### src/rtl/cdt_pkg.sv
package cdt_pkg;

  localparam int unsigned RATIO_W      = 8;
  localparam int unsigned SEND_BIT     = 12;
  localparam int unsigned MASK_BIT     = 16;
  localparam int unsigned PERIODIC_BIT = 17;

  typedef enum logic [1:0] {
    LOC_ENTRY = 2'd0,
    LOC_START = 2'd1,
    LOC_LIVE  = 2'd2,
    LOC_DIV   = 2'd3
  } loc_e;

  typedef struct packed {
    logic       periodic;
    logic       mask;
    logic       send_pend;
    logic [7:0] vector;
  } entry_t;

  // Divide code gathered from the non-contiguous configuration bits.
  function automatic logic [2:0] div_code(input logic [3:0] cfg);
    return {cfg[3], cfg[1:0]};
  endfunction

  // Ratio = 1 << ((code + 1) mod 8); the 3-bit add wraps code 7 to shift 0.
  function automatic logic [RATIO_W-1:0] div_ratio(input logic [2:0] code);
    logic [2:0] sh;
    sh = code + 3'd1;
    return {{(RATIO_W-1){1'b0}}, 1'b1} << sh;
  endfunction

  function automatic entry_t entry_from_word(input logic [31:0] w, input logic force_mask);
    entry_t e;
    e.vector    = w[7:0];
    e.send_pend = w[SEND_BIT];
    e.mask      = w[MASK_BIT] | force_mask;
    e.periodic  = w[PERIODIC_BIT];
    return e;
  endfunction

  function automatic logic [31:0] entry_to_word(input entry_t e);
    logic [31:0] w;
    w               = '0;
    w[7:0]          = e.vector;
    w[SEND_BIT]     = e.send_pend;
    w[MASK_BIT]     = e.mask;
    w[PERIODIC_BIT] = e.periodic;
    return w;
  endfunction

endpackage

### src/rtl/cdt_prescale.sv
module cdt_prescale
  import cdt_pkg::*;
(
  input  logic               clk,
  input  logic               rst_n,
  input  logic               tick,
  input  logic               clear,
  input  logic [RATIO_W-1:0] ratio,
  output logic               wrap
);

  localparam logic [RATIO_W-1:0] R_ONE = {{(RATIO_W-1){1'b0}}, 1'b1};

  logic [RATIO_W-1:0] pcnt;
  logic               at_top;

  // ">=" keeps the wrap sane when the ratio shrinks mid-step.
  assign at_top = (pcnt >= (ratio - R_ONE));
  assign wrap   = tick & ~clear & at_top;

  always_ff @(posedge clk) begin
    if (!rst_n)          pcnt <= '0;
    else if (clear)      pcnt <= '0;
    else if (tick)       pcnt <= at_top ? '0 : pcnt + R_ONE;
  end

endmodule

### src/rtl/cdt_counter.sv
module cdt_counter #(
  parameter int unsigned CNT_W = 32
) (
  input  logic             clk,
  input  logic             rst_n,
  input  logic             load,
  input  logic [CNT_W-1:0] load_val,
  input  logic [CNT_W-1:0] reload_val,
  input  logic             periodic,
  input  logic             step,
  output logic [CNT_W-1:0] cur,
  output logic             running,
  output logic             expire
);

  localparam logic [CNT_W-1:0] C_ONE = {{(CNT_W-1){1'b0}}, 1'b1};

  logic last_step;

  assign last_step = (cur == C_ONE);
  assign expire    = step & running & last_step & ~load;

  always_ff @(posedge clk) begin
    if (!rst_n) begin
      cur     <= '0;
      running <= 1'b0;
    end else if (load) begin
      cur     <= load_val;
      running <= |load_val;
    end else if (step && running) begin
      if (last_step) begin
        if (periodic) begin
          cur     <= reload_val;
          running <= |reload_val;
        end else begin
          cur     <= '0;
          running <= 1'b0;
        end
      end else begin
        cur <= cur - C_ONE;
      end
    end
  end

endmodule

### src/rtl/cdt_pending.sv
module cdt_pending #(
  parameter int unsigned PEND_W = 4
) (
  input  logic              clk,
  input  logic              rst_n,
  input  logic              enable,
  input  logic              expire,
  input  logic              mask,
  input  logic              ack,
  output logic              irq_req,
  output logic              take,
  output logic [PEND_W-1:0] pend
);

  localparam logic [PEND_W-1:0] P_ONE = {{(PEND_W-1){1'b0}}, 1'b1};
  localparam logic [PEND_W-1:0] P_MAX = '1;

  assign irq_req = (pend != '0) & ~mask;
  assign take    = irq_req & ack;

  always_ff @(posedge clk) begin
    if (!rst_n || !enable) begin
      pend <= '0;
    end else begin
      unique case ({expire, take})
        2'b10:   if (pend != P_MAX) pend <= pend + P_ONE;
        2'b01:   pend <= pend - P_ONE;
        default: pend <= pend;
      endcase
    end
  end

endmodule

### src/rtl/cdown_timer.sv
module cdown_timer
  import cdt_pkg::*;
#(
  parameter int unsigned DATA_W = 32,
  parameter int unsigned CNT_W  = 32,
  parameter int unsigned PEND_W = 4
) (
  input  logic              clk,
  input  logic              rst_n,
  input  logic              sw_en,
  input  logic              bus_tick,
  input  logic              wr_en,
  input  logic [1:0]        wr_addr,
  input  logic [DATA_W-1:0] wr_data,
  input  logic [1:0]        rd_addr,
  output logic [DATA_W-1:0] rd_data,
  output logic              irq_req,
  output logic [7:0]        irq_vector,
  input  logic              irq_ack
);

  entry_t             ent;
  logic [CNT_W-1:0]   start_q;
  logic [2:0]         code_q;
  logic [RATIO_W-1:0] ratio;

  // Named internal events for the checker.
  logic               wr_entry, wr_div, load;
  logic               presc_wrap, expire, take, running, tmr_periodic, tmr_mask;
  logic [CNT_W-1:0]   cur_cnt;
  logic [PEND_W-1:0]  pend_cnt;

  assign wr_entry     = wr_en && (wr_addr == LOC_ENTRY);
  assign load         = wr_en && (wr_addr == LOC_START);
  assign wr_div       = wr_en && (wr_addr == LOC_DIV);
  assign ratio        = div_ratio(code_q);
  assign tmr_periodic = ent.periodic;
  assign tmr_mask     = ent.mask;
  assign irq_vector   = ent.vector;

  always_ff @(posedge clk) begin
    if (!rst_n) begin
      ent     <= '{periodic: 1'b0, mask: 1'b1, send_pend: 1'b0, vector: 8'h00};
      start_q <= '0;
      code_q  <= '0;
    end else begin
      if (wr_entry) ent <= entry_from_word(wr_data[31:0], ~sw_en);
      if (!sw_en)   ent.mask <= 1'b1;
      if (load)     start_q <= wr_data[CNT_W-1:0];
      if (wr_div)   code_q <= div_code(wr_data[3:0]);
    end
  end

  cdt_prescale u_pre (
    .clk   (clk),
    .rst_n (rst_n),
    .tick  (bus_tick),
    .clear (load),
    .ratio (ratio),
    .wrap  (presc_wrap)
  );

  cdt_counter #(.CNT_W(CNT_W)) u_cnt (
    .clk        (clk),
    .rst_n      (rst_n),
    .load       (load),
    .load_val   (wr_data[CNT_W-1:0]),
    .reload_val (start_q),
    .periodic   (ent.periodic),
    .step       (presc_wrap),
    .cur        (cur_cnt),
    .running    (running),
    .expire     (expire)
  );

  cdt_pending #(.PEND_W(PEND_W)) u_pend (
    .clk     (clk),
    .rst_n   (rst_n),
    .enable  (sw_en),
    .expire  (expire),
    .mask    (ent.mask),
    .ack     (irq_ack),
    .irq_req (irq_req),
    .take    (take),
    .pend    (pend_cnt)
  );

  always_comb begin
    rd_data = '0;
    unique case (rd_addr)
      LOC_ENTRY: rd_data = DATA_W'(entry_to_word(ent));
      LOC_START: rd_data = DATA_W'(start_q);
      LOC_LIVE:  rd_data = DATA_W'(cur_cnt);
      default:   rd_data = DATA_W'({code_q[2], 1'b0, code_q[1:0]});
    endcase
  end

endmodule

### config.mk
export PLATFORM = sky130hd
export DESIGN_NAME = cdown_timer
export DESIGN_NICKNAME = d
export VERILOG_FILES = /design/src/rtl/cdt_pkg.sv /design/src/rtl/cdt_prescale.sv /design/src/rtl/cdt_counter.sv /design/src/rtl/cdt_pending.sv /design/src/rtl/cdown_timer.sv
export SDC_FILE = /design/constraint.sdc
export NUM_CORES = 1
export LEC_CHECK = 0
export CAP_MARGIN = 15
export CORE_MARGIN = 10
export CORE_UTILIZATION = 48
export CTS_CLUSTER_SIZE = 14
export DETAILED_ROUTE_END_ITERATION = 10
export HOLD_SLACK_MARGIN = 0.03
export PLACE_DENSITY = 0.69
export SYNTH_ARGS = -nofsm -noshare
export SYNTH_HDL_FRONTEND = slang
export SYNTH_SLANG_ARGS = --single-unit
### constraint.sdc
create_clock -name clk -period 10 [get_ports clk]
set_clock_uncertainty 0.15 [all_clocks]
set_input_delay 1.5 -clock clk [delete_from_list [all_inputs] [get_ports clk]]
set_output_delay 1.5 -clock clk [all_outputs]
set_load 0.02 [all_outputs]
# == After elaboration in Yosys (flattened, before gate mapping) ==
# Cells that the tools add are included.
# totals
ff_bits,91
latch_bits,0
ramBits,0
rom_bits,0
output_inout_bits,41
elab_cells,70
n_memories,0
# classes
add_sub_neg,6
multipliers,0
div,0
order_cmp,1
n_eq_ne,9
shifts,1
n_mux,12
bitwise,12
reduce_logical,19
# ops
op,n
$mux 32,4
$pmux 32 s3,1
$reduce_or 32->1,2
$eq 32x1->1 const B,1
$sub 32x1->32 const B,1
$add 8x1->8 const B,1
$ge 8x8->1,1
$mux 8,1
$pmux 4 s2,1
$shl 1x3->8 const A,1
$sub 8x1->8 const B,1
$and 1x1->1,7
$eq 2x1->1 const B,3
$eq 2x2->1 const B,3
$reduce_and 2->1,3
$reduce_bool 2->1,3
$add 4x1->4 const B,1
$logic_and 1x1->1,4
$logic_not 2->1,2
$mux 1,4
$mux 4,1
$ne 4x4->1 const B,1
$not 1->1,4
$reduce_bool 4->1,1
other kinds (7),8

# == Logic depth before layout (Yosys ltp) ==
# Gate-level depths: netlist of run 1.
# logic_depth
depth_word,11
depth_mapped,24

# == By module ==
# From an unflattened synthesis of run 1, not the netlist that was laid out.
# hier_totals
cells_unflattened,748
area_unflattened_um2,6120.9
# modules_own_cells
module,n_inst,cells_per_inst,area_per_inst_um2
cdt_counter,1,370,2672.6
cdown_timer,1,257,2386.0
cdt_prescale,1,81,732.0
cdt_pending,1,40,330.3

# == Worst setup path after synthesis of run 1 ==
# Ideal clock, no wire load.
# synth_path
path_type,register -> register
from,register code_q[1]
to,register u_pend.pend[3]
arrival_ns,4.890
setup_slack_ns,4.888
stages_incl_launch_ff,25
path_buffers,4
period_less_slack_ns,5.112
cell_sequence,dfxtp_1 clkbuf_1 and2_1 ha_1 clkbuf_1 or3b_2 ha_1 nand2b_1 mux2_2 a21oi_1 ha_1 and4_1 nand4_1 o21bai_1 and2_0 buf_1 clkbuf_1 o21ai_0 inv_1 ha_1 a21o_1 a21oi_1 a2111oi_0 o21ba_2 mux2i_1
# synth_between
elab_chain_cells,11
elab_cells_between_ends,14
# synth_rtl
item,line_no,source
from (decl),cdown_timer.sv:24,logic [2:0] code_q;
from (signal assigned),cdown_timer.sv:50,if (wr_div) code_q <= div_code(wr_data[3:0]);
$add 3x1->3 *,cdt_pkg.sv:30,sh = code + 3'd1;
$shl 1x3->8 *,cdt_pkg.sv:31,"return {{(RATIO_W-1){1'b0}}, 1'b1} << sh;"
$sub 8x1->8 *,cdt_prescale.sv:18,assign at_top = (pcnt >= (ratio - R_ONE));
$ge 8x8->1 *,cdt_prescale.sv:18,
$and 1x1->1 *,cdt_prescale.sv:19,assign wrap = tick & ~clear & at_top;
$and 1x1->1 * (3 in a row),cdt_counter.sv:21,assign expire = step & running & last_step & ~load;
$eq 2x2->1 / $eq 2x1->1 (equally long branches),cdt_pending.sv:25,"unique case ({expire, take})"
$ne 2x1->1 (no source line) / $reduce_bool 2->1 (equally long branches),--,
$reduce_and 2->1 (no source line),--,
to (signal assigned),cdt_pending.sv:26,2'b10: if (pend != P_MAX) pend <= pend + P_ONE;
to (signal assigned),cdt_pending.sv:27,2'b01: pend <= pend - P_ONE;
to (signal assigned),cdt_pending.sv:28,default: pend <= pend;
to (decl),cdt_pending.sv:12,output logic [PEND_W-1:0] pend
# Mark *: on every way between the ends. The rest lies on a longest branch, timed or not.
# A chain may end at the register's enable or synchronous reset.

# == Final worst setup path of run 1 ==
# layout_path
from,input port rd_addr[1]
to,output port rd_data[6]
# layout_between
elab_chain_cells,2
elab_cells_between_ends,4
# layout_rtl
item,line_no,source
from (decl),cdown_timer.sv:15,"input logic [1:0] rd_addr,"
"$eq 2x2->1, or another cell as far along",cdown_timer.sv:90,unique case (rd_addr)
$pmux 32 s3 *,cdown_timer.sv:90,
to (decl),cdown_timer.sv:16,"output logic [DATA_W-1:0] rd_data,"
# Marked as above.

==> results of run 1 <==
==> sequential cells by signal (all words and copies together) (netlist names) <==
| name | count |
|---|---|
| ent | 1 |
| tmr_periodic | 1 |
| u_pend.pend | 4 |
| code_q | 3 |
| start_q | 32 |
| irq_vector | 8 |
| u_pre.pcnt | 8 |
| u_cnt.cur | 32 |
| tmr_mask | 1 |
| u_cnt.running | 1 |
==> cells by family after synthesis <==
logic type                 after synthesis  synth area share [%]
AOI/OAI and AO/OA                      186                  22.4
DFF                                     91                  31.9
and+or+nand+nor                        287                  24.3
buffers and inverters                   74                  5.57
adders and majority gates               17                  3.86
muxes                                   34                  6.69
xor gates and xnor gates                34                  5.22
==> layout make-up <==
type                       count  area, um^2
fill                        1069        4690
tap                          143         179
clock inverter                 5        36.3
timing repair buffer          94         911
clock buffer                  11         253
multi-input combinational    558        3580
sequential                    91        1820
inverter                      12        45.0
==> layout by cell type (no fill, tap or decap), types with 5 or more instances in the layout <==
master | netlist | routed
nand2_1 | 116 | 116
dfxtp_1 | 91 | 91
clkdlybuf4s50_1 | 0 | 82
a21oi_1 | 61 | 61
nor2_1 | 57 | 57
mux2i_1 | 28 | 28
nor4_1 | 25 | 25
a311oi_1 | 24 | 24
o21ai_0 | 22 | 22
a22o_1 | 22 | 22
xor2_1 | 20 | 20
nand4_1 | 16 | 16
ha_1 | 16 | 16
nand3_1 | 14 | 14
nor3_1 | 14 | 14
xnor2_1 | 14 | 14
buf_4 | 9 | 12
inv_1 | 11 | 11
a21boi_0 | 10 | 10
clkbuf_16 | 0 | 9
and3_1 | 8 | 8
a211o_1 | 5 | 5
a31oi_1 | 5 | 5
nand2b_1 | 5 | 5
==> worst max-delay path: stages <==
cell and delay, ps:
clkdlybuf4s50_1 920, nor2b_2 730, buf_4 360, nand2_1 70, o21ai_0 80, clkdlybuf4s50_1 660
==> per-layer routing <==
metal,track usage (%),vias to the layer above
li1,-,2737
met1,26.7,2784
met2,36.3,211
met3,5.34,20
met4,7.96,0
met5,0,-
==> power by group through the flow <==
stage | combinational (uW) | sequential [uW] | clock (uW)
after floorplan | 147 | 394 | 0
after global placement | 205 | 402 | 0
after detailed placement | 208 | 402 | 0
after CTS | 210 | 394 | 340
after global routing | 232 | 397 | 350
final | 211 | 394 | 338
==> worst min-delay path by stage <==
stage | end | startpoint
after detailed placement | start_q[26] | start_q[26]
after global placement | u_pend.pend[3] | u_pend.pend[3]
after CTS | start_q[26] | start_q[26]
after global routing | start_q[11] | start_q[11]
after floorplan | u_pend.pend[3] | u_pend.pend[3]
final | start_q[26] | start_q[26]
==> metrics by stage <==
| step | cells | total power, uW |
|---|---|---|
| 2_1_floorplan | 723 | 541 |
| 3_5_place_dp | 898 | 610 |
| 6_report | 914 | 943 |
| 4_1_cts | 914 | 944 |
| 5_1_grt | 914 | 979 |
| 3_3_place_gp | 898 | 607 |
==> impl_metrics.csv, run 1 <==
group,metric,value,unit
critical_path,crit_path_end,"rd_data[6]",
critical_path,crit_start,"rd_addr[1]",
worst_hold_path,hold_path.class,"reg2reg",
route,dr_total_vias,5752,
critical_path,required,8350,ps
global_route,grt_overflow_total,0,
sta,hold_ws,343,ps
clocking,clockRootBuffer,"clkbuf_16",
clocking,post-cts-setup-buffer-count,0,
yosys,syn_inst,723,
sta,max_freq,0.167,GHz
route,m1WireLength,7.77,mm
clocking,insertion_delay,360,ps
sta,rsz0062_at_grt,"false",
worst_hold_path,whs_path_depth,2,
sta,final_hold_viol_count,0,
yosys,ys_top_cells_by_area,"dfxtp_1 (32%), nand2_1 (7.6%), a21oi_1 (5.3%)",
sta,finalMaxSlewViolations,0,
flow_run,max_cap_violations,0,
route,first_iter_violations,682,
cells_and_area,layout-drive-gt1-share,5.71,%
clocking,cts_tree,"yes",
critical_path,critical_path_class,"in2out",
pwr,pwr-share-comb,22.3,%
route,viasPerCell,6.29,
yosys,synthArstFlopShare,0,%
route,met2_length,8.76,mm
place,numPortBuffers,82,
clocking,holdBufCountCts,0,
die,die_h,129,um
clocking,htree_num_levels,3,
yosys,synth-edff-count,0,
die,start_util,49.6,%
place,dpl_worst_slack,4040,ps
yosys,synth_nets,782,
pwr,clkPwrFrac,35.8,%
place,placed_area,0.00653,mm^2
clocking,cts_buffer_depth,2,
global_route,grt_start_max_net_pins,65,
global_route,globalRouteTotalUtil,21.8,%
pwr,leakage,0.00252,uW
critical_path,path_max_fanout,16,
critical_path,r2r-end,"u_pend.pend[3]",
sta,setup_tns,0,ps
die,die_w,129,um
sta,worst_pin_slew,843,ps
clocking,cts_resized,0,
critical_path,r2r-start,"code_q[1]",
run_status,status,"completed",
cells_and_area,nets,825,
yosys,ys_seq_area_share,31.9,%
global_route,antenna_found_initial,0,
place,dpl.hpwl,12.9,mm
route,drc,0,
route,wl_per_cell,19.9,um
yosys,synth_cell_types,63,
yosys,yosysTopAreaCellShare,31.9,%
place,gp_congestion,0.953,
pwr,power_switching,294,uW
route,wl_met3,1.38,mm
yosys,yosysTopAreaCell,"dfxtp_1",
yosys,netlist_area,0.00571,mm^2
pwr,swShare,31.2,%
critical_path,endpoint_kind,"output port",
sta,maxSlewHeadroom,43.3,%
die,placementRows,39,
clocking,clk_pin_slew,70,ps
cells_and_area,area_delta_synth_final,19.5,%
critical_path,ff2ff_setup_slack,4310,ps
route,highest-signal-layer,"met4",
pwr,power_density,138,mW/mm^2
clocking,cts_inserted_buffers,9,
die,dieArea,0.0167,mm^2
yosys,synth_warnings,0,
yosys,avgSynthCellArea,7.89,um^2
pwr,p_int,649,uW
critical_path,start_kind,"input port",
cells_and_area,finalInstanceArea,0.00682,mm^2
critical_path,r2r_cells,21,
global_route,grt_pass1_vias,5663,
pwr,p_seq_share,41.8,%
yosys,ys_ff_latch,91,
yosys,synth.top_cells.by_count,"nand2_1 (116), dfxtp_1 (91), a21oi_1 (61)",
yosys,post-synth-top-count-cell,"nand2_1",
sta,post-route-period-util,59.9,%
route,dr.pass1.iters,5,
die,coreArea,0.0115,mm^2
sta,period_needed,5990,ps
cells_and_area,diodes,0,
pwr,vdd_ir_drop_max,0.103,mV
critical_path,crit_arrival,4340,ps
cells_and_area,final_util,59.2,%
clocking,cts.sinks,91,
sta,setup_viol,0,
global_route,grt_pass1_wl,29.3,mm
yosys,synthFlopType,"dfxtp_1",
route,ant_nets,0,
die,io_pins,83,
route,routed_wl,18.2,mm
sta,worst_slack,4010,ps
(Power assumes the default switching activity.)
==> run 2: changes to the inputs <==
- PLACE_DENSITY: 0.69 -> 0.72
- clock period: 10 -> 5.44 ns (I/O delays scaled with it)
==> run 2 against run 1 <==
  * Non-clock buffer count rose by 5
  * Clock power rose by 80%
  * Critical endpoint is now u_pend.pend[3]
  * Sequential power rose by 84%
  * Design area rose by 0.46%
  * Global-route usage rose by 0.51 points
  * Worst hold slack got worse by 2.9 ps
  * Utilization rose by 0.27 points
  * Worst setup slack got worse by 3600 ps
  * Critical path type is now reg2reg
==> impl_metrics.csv, run 2 (synthesis results as in run 1) <==
group,metric,value,unit
critical_path,path_max_fanout,14,
pwr,total_power,1730,uW
cells_and_area,final_cell_mix,"nand2_1 (116), dfxtp_1 (91), clkdlybuf4s50_1 (82)",
cells_and_area,area_delta_synth_final,20.1,%
critical_path,start_kind,"flip-flop",
global_route,grt_pass1_vias,5760,
worst_hold_path,hold_path.class,"reg2reg",
clocking,holdBufCountCts,0,
sta,setup_tns,0,ps
sta,post-route-period-util,92.0,%
clocking,htree_num_levels,3,
die,coreArea,0.0115,mm^2
route,viasPerCell,6.35,
die,die_h,129,um
place,dpl_worst_slack,409,ps
die,start_util,49.6,%
cells_and_area,nets,830,
clocking,cts_tree,"yes",
sta,worst_slack,438,ps
sta,setup_viol,0,
critical_path,crit_arrival,5150,ps
clocking,clk_pin_slew,70,ps
route,dr_total_vias,5835,
pwr,power_density,252,mW/mm^2
sta,rsz0062_at_grt,"false",
route,drc,0,
place,placedCellCount,903,
global_route,antenna_found_initial,0,
global_route,grt_start_max_net_pins,48,
route,first_iter_violations,666,
cells_and_area,layout-drive-gt1-share,6.44,%
critical_path,endpoint_kind,"flip-flop",
pwr,vdd_ir_drop_max,0.142,mV
place,dpl.hpwl,13.3,mm
clocking,clockRootBuffer,"clkbuf_16",
sta,finalMaxSlewViolations,0,
pwr,leakage,0.00255,uW
cells_and_area,diodes,0,
global_route,globalRouteTotalUtil,22.3,%
global_route,grt_pass1_wl,29.9,mm
die,dieArea,0.0167,mm^2
sta,maxSlewHeadroom,36.8,%
clocking,cts_buffer_depth,2,
route,dr.pass1.iters,6,
global_route,grt_overflow_total,0,
critical_path,required,5580,ps
sta,period_needed,5000,ps
clocking,cts.sinks,91,
route,ant_nets,0,
sta,final_hold_viol_count,0,
route,wl_per_cell,20.1,um
place,gp_congestion,0.955,
sta,worst_pin_slew,940,ps
place,numPortBuffers,82,
place,placed_area,0.00657,mm^2
critical_path,critical_path_class,"reg2reg",
cells_and_area,layout_commonest_cell,"nand2_1",
die,io_pins,83,
die,die_w,129,um
route,routed_wl,18.5,mm
run_status,status,"completed",
cells_and_area,stdcell_count,919,
sta,max_freq,0.200,GHz
cells_and_area,finalInstanceArea,0.00685,mm^2
flow_run,max_cap_violations,0,
cells_and_area,reg_top3,"start_q: 32 flops, u_cnt.cur: 32 flops",
clocking,insertion_delay,360,ps
clocking,cts_inserted_buffers,9,
die,placementRows,39,
==> run 2: cell types whose count changed in the layout (fill, tap and decap cells not counted), sizes merged <==
cell	delta
buf	+5
clkinv	+3
clkinvlp	-2
inv	-1
==> run 2: repair_timing <==
action	4_1_cts	5_1_grt
setup endpoints to repair	0	1
setup buffers	0	0
gates resized for setup	0	2
==> run 2: worst paths after layout <==
path                            startpoint        endpoint  depth (start not counted)  slack (ps)
worst min-delay path                ent[8]          ent[8]                          2         340
worst max-delay path             code_q[1]  u_pend.pend[3]                         20         440
worst max register to register   code_q[1]  u_pend.pend[3]                         20         440
worst min register to register      ent[8]          ent[8]                          2         340
==> run 2: critical path, stage by stage, from the launching register on <==
cell,delay [ps]
dfxtp_1,440
and2_1,250
ha_2,400
or3b_2,490
ha_1,260
nand2b_1,130
mux2_2,350
a21oi_1,160
ha_1,150
nand2_1,40
o21ai_0,240
nand4_1,190
and2_0,230
o21ai_1,200
inv_1,90
ha_1,290
a21o_1,180
a21oi_1,200
a2111oi_0,90
o21ba_2,260
mux2i_1,160
==> run 2: stage by stage <==
step,hold WS (ps),util (%)
finish,340,59.5
global route,366,59.5
CTS,338,59.5
detailed placement,327,57.1
global placement,323,57.1
floorplan,301,-
==> run 2: metal layers <==
metal	vias up	wire [um]	GRT usage [%]
met1	2841	8080	28.1
met2	221	8780	36.9
met5	-	0	0
li1	2742	-	-
met3	31	1170	3.92
met4	0	442	9.16
==> run 2: power breakdown <==
part | total [uW] | switching (uW) | leakage (uW) | internal (uW)
Sequential | 724 | 33.7 | 0.000739 | 690
Clock | 608 | 277 | 0.000141 | 332
Combinational | 398 | 228 | 0.00167 | 170
==> run 2: area by class of cell <==
cell class / instances / area, um^2
Inverter: 12 / 45.0
Timing Repair Buffer: 99 / 948
Tap cell: 143 / 179
Clock inverter: 5 / 27.5
Clock buffer: 11 / 253
Multi-Input combinational cell: 558 / 3580
Sequential cell: 91 / 1820
Fill cell: 1116 / 4660
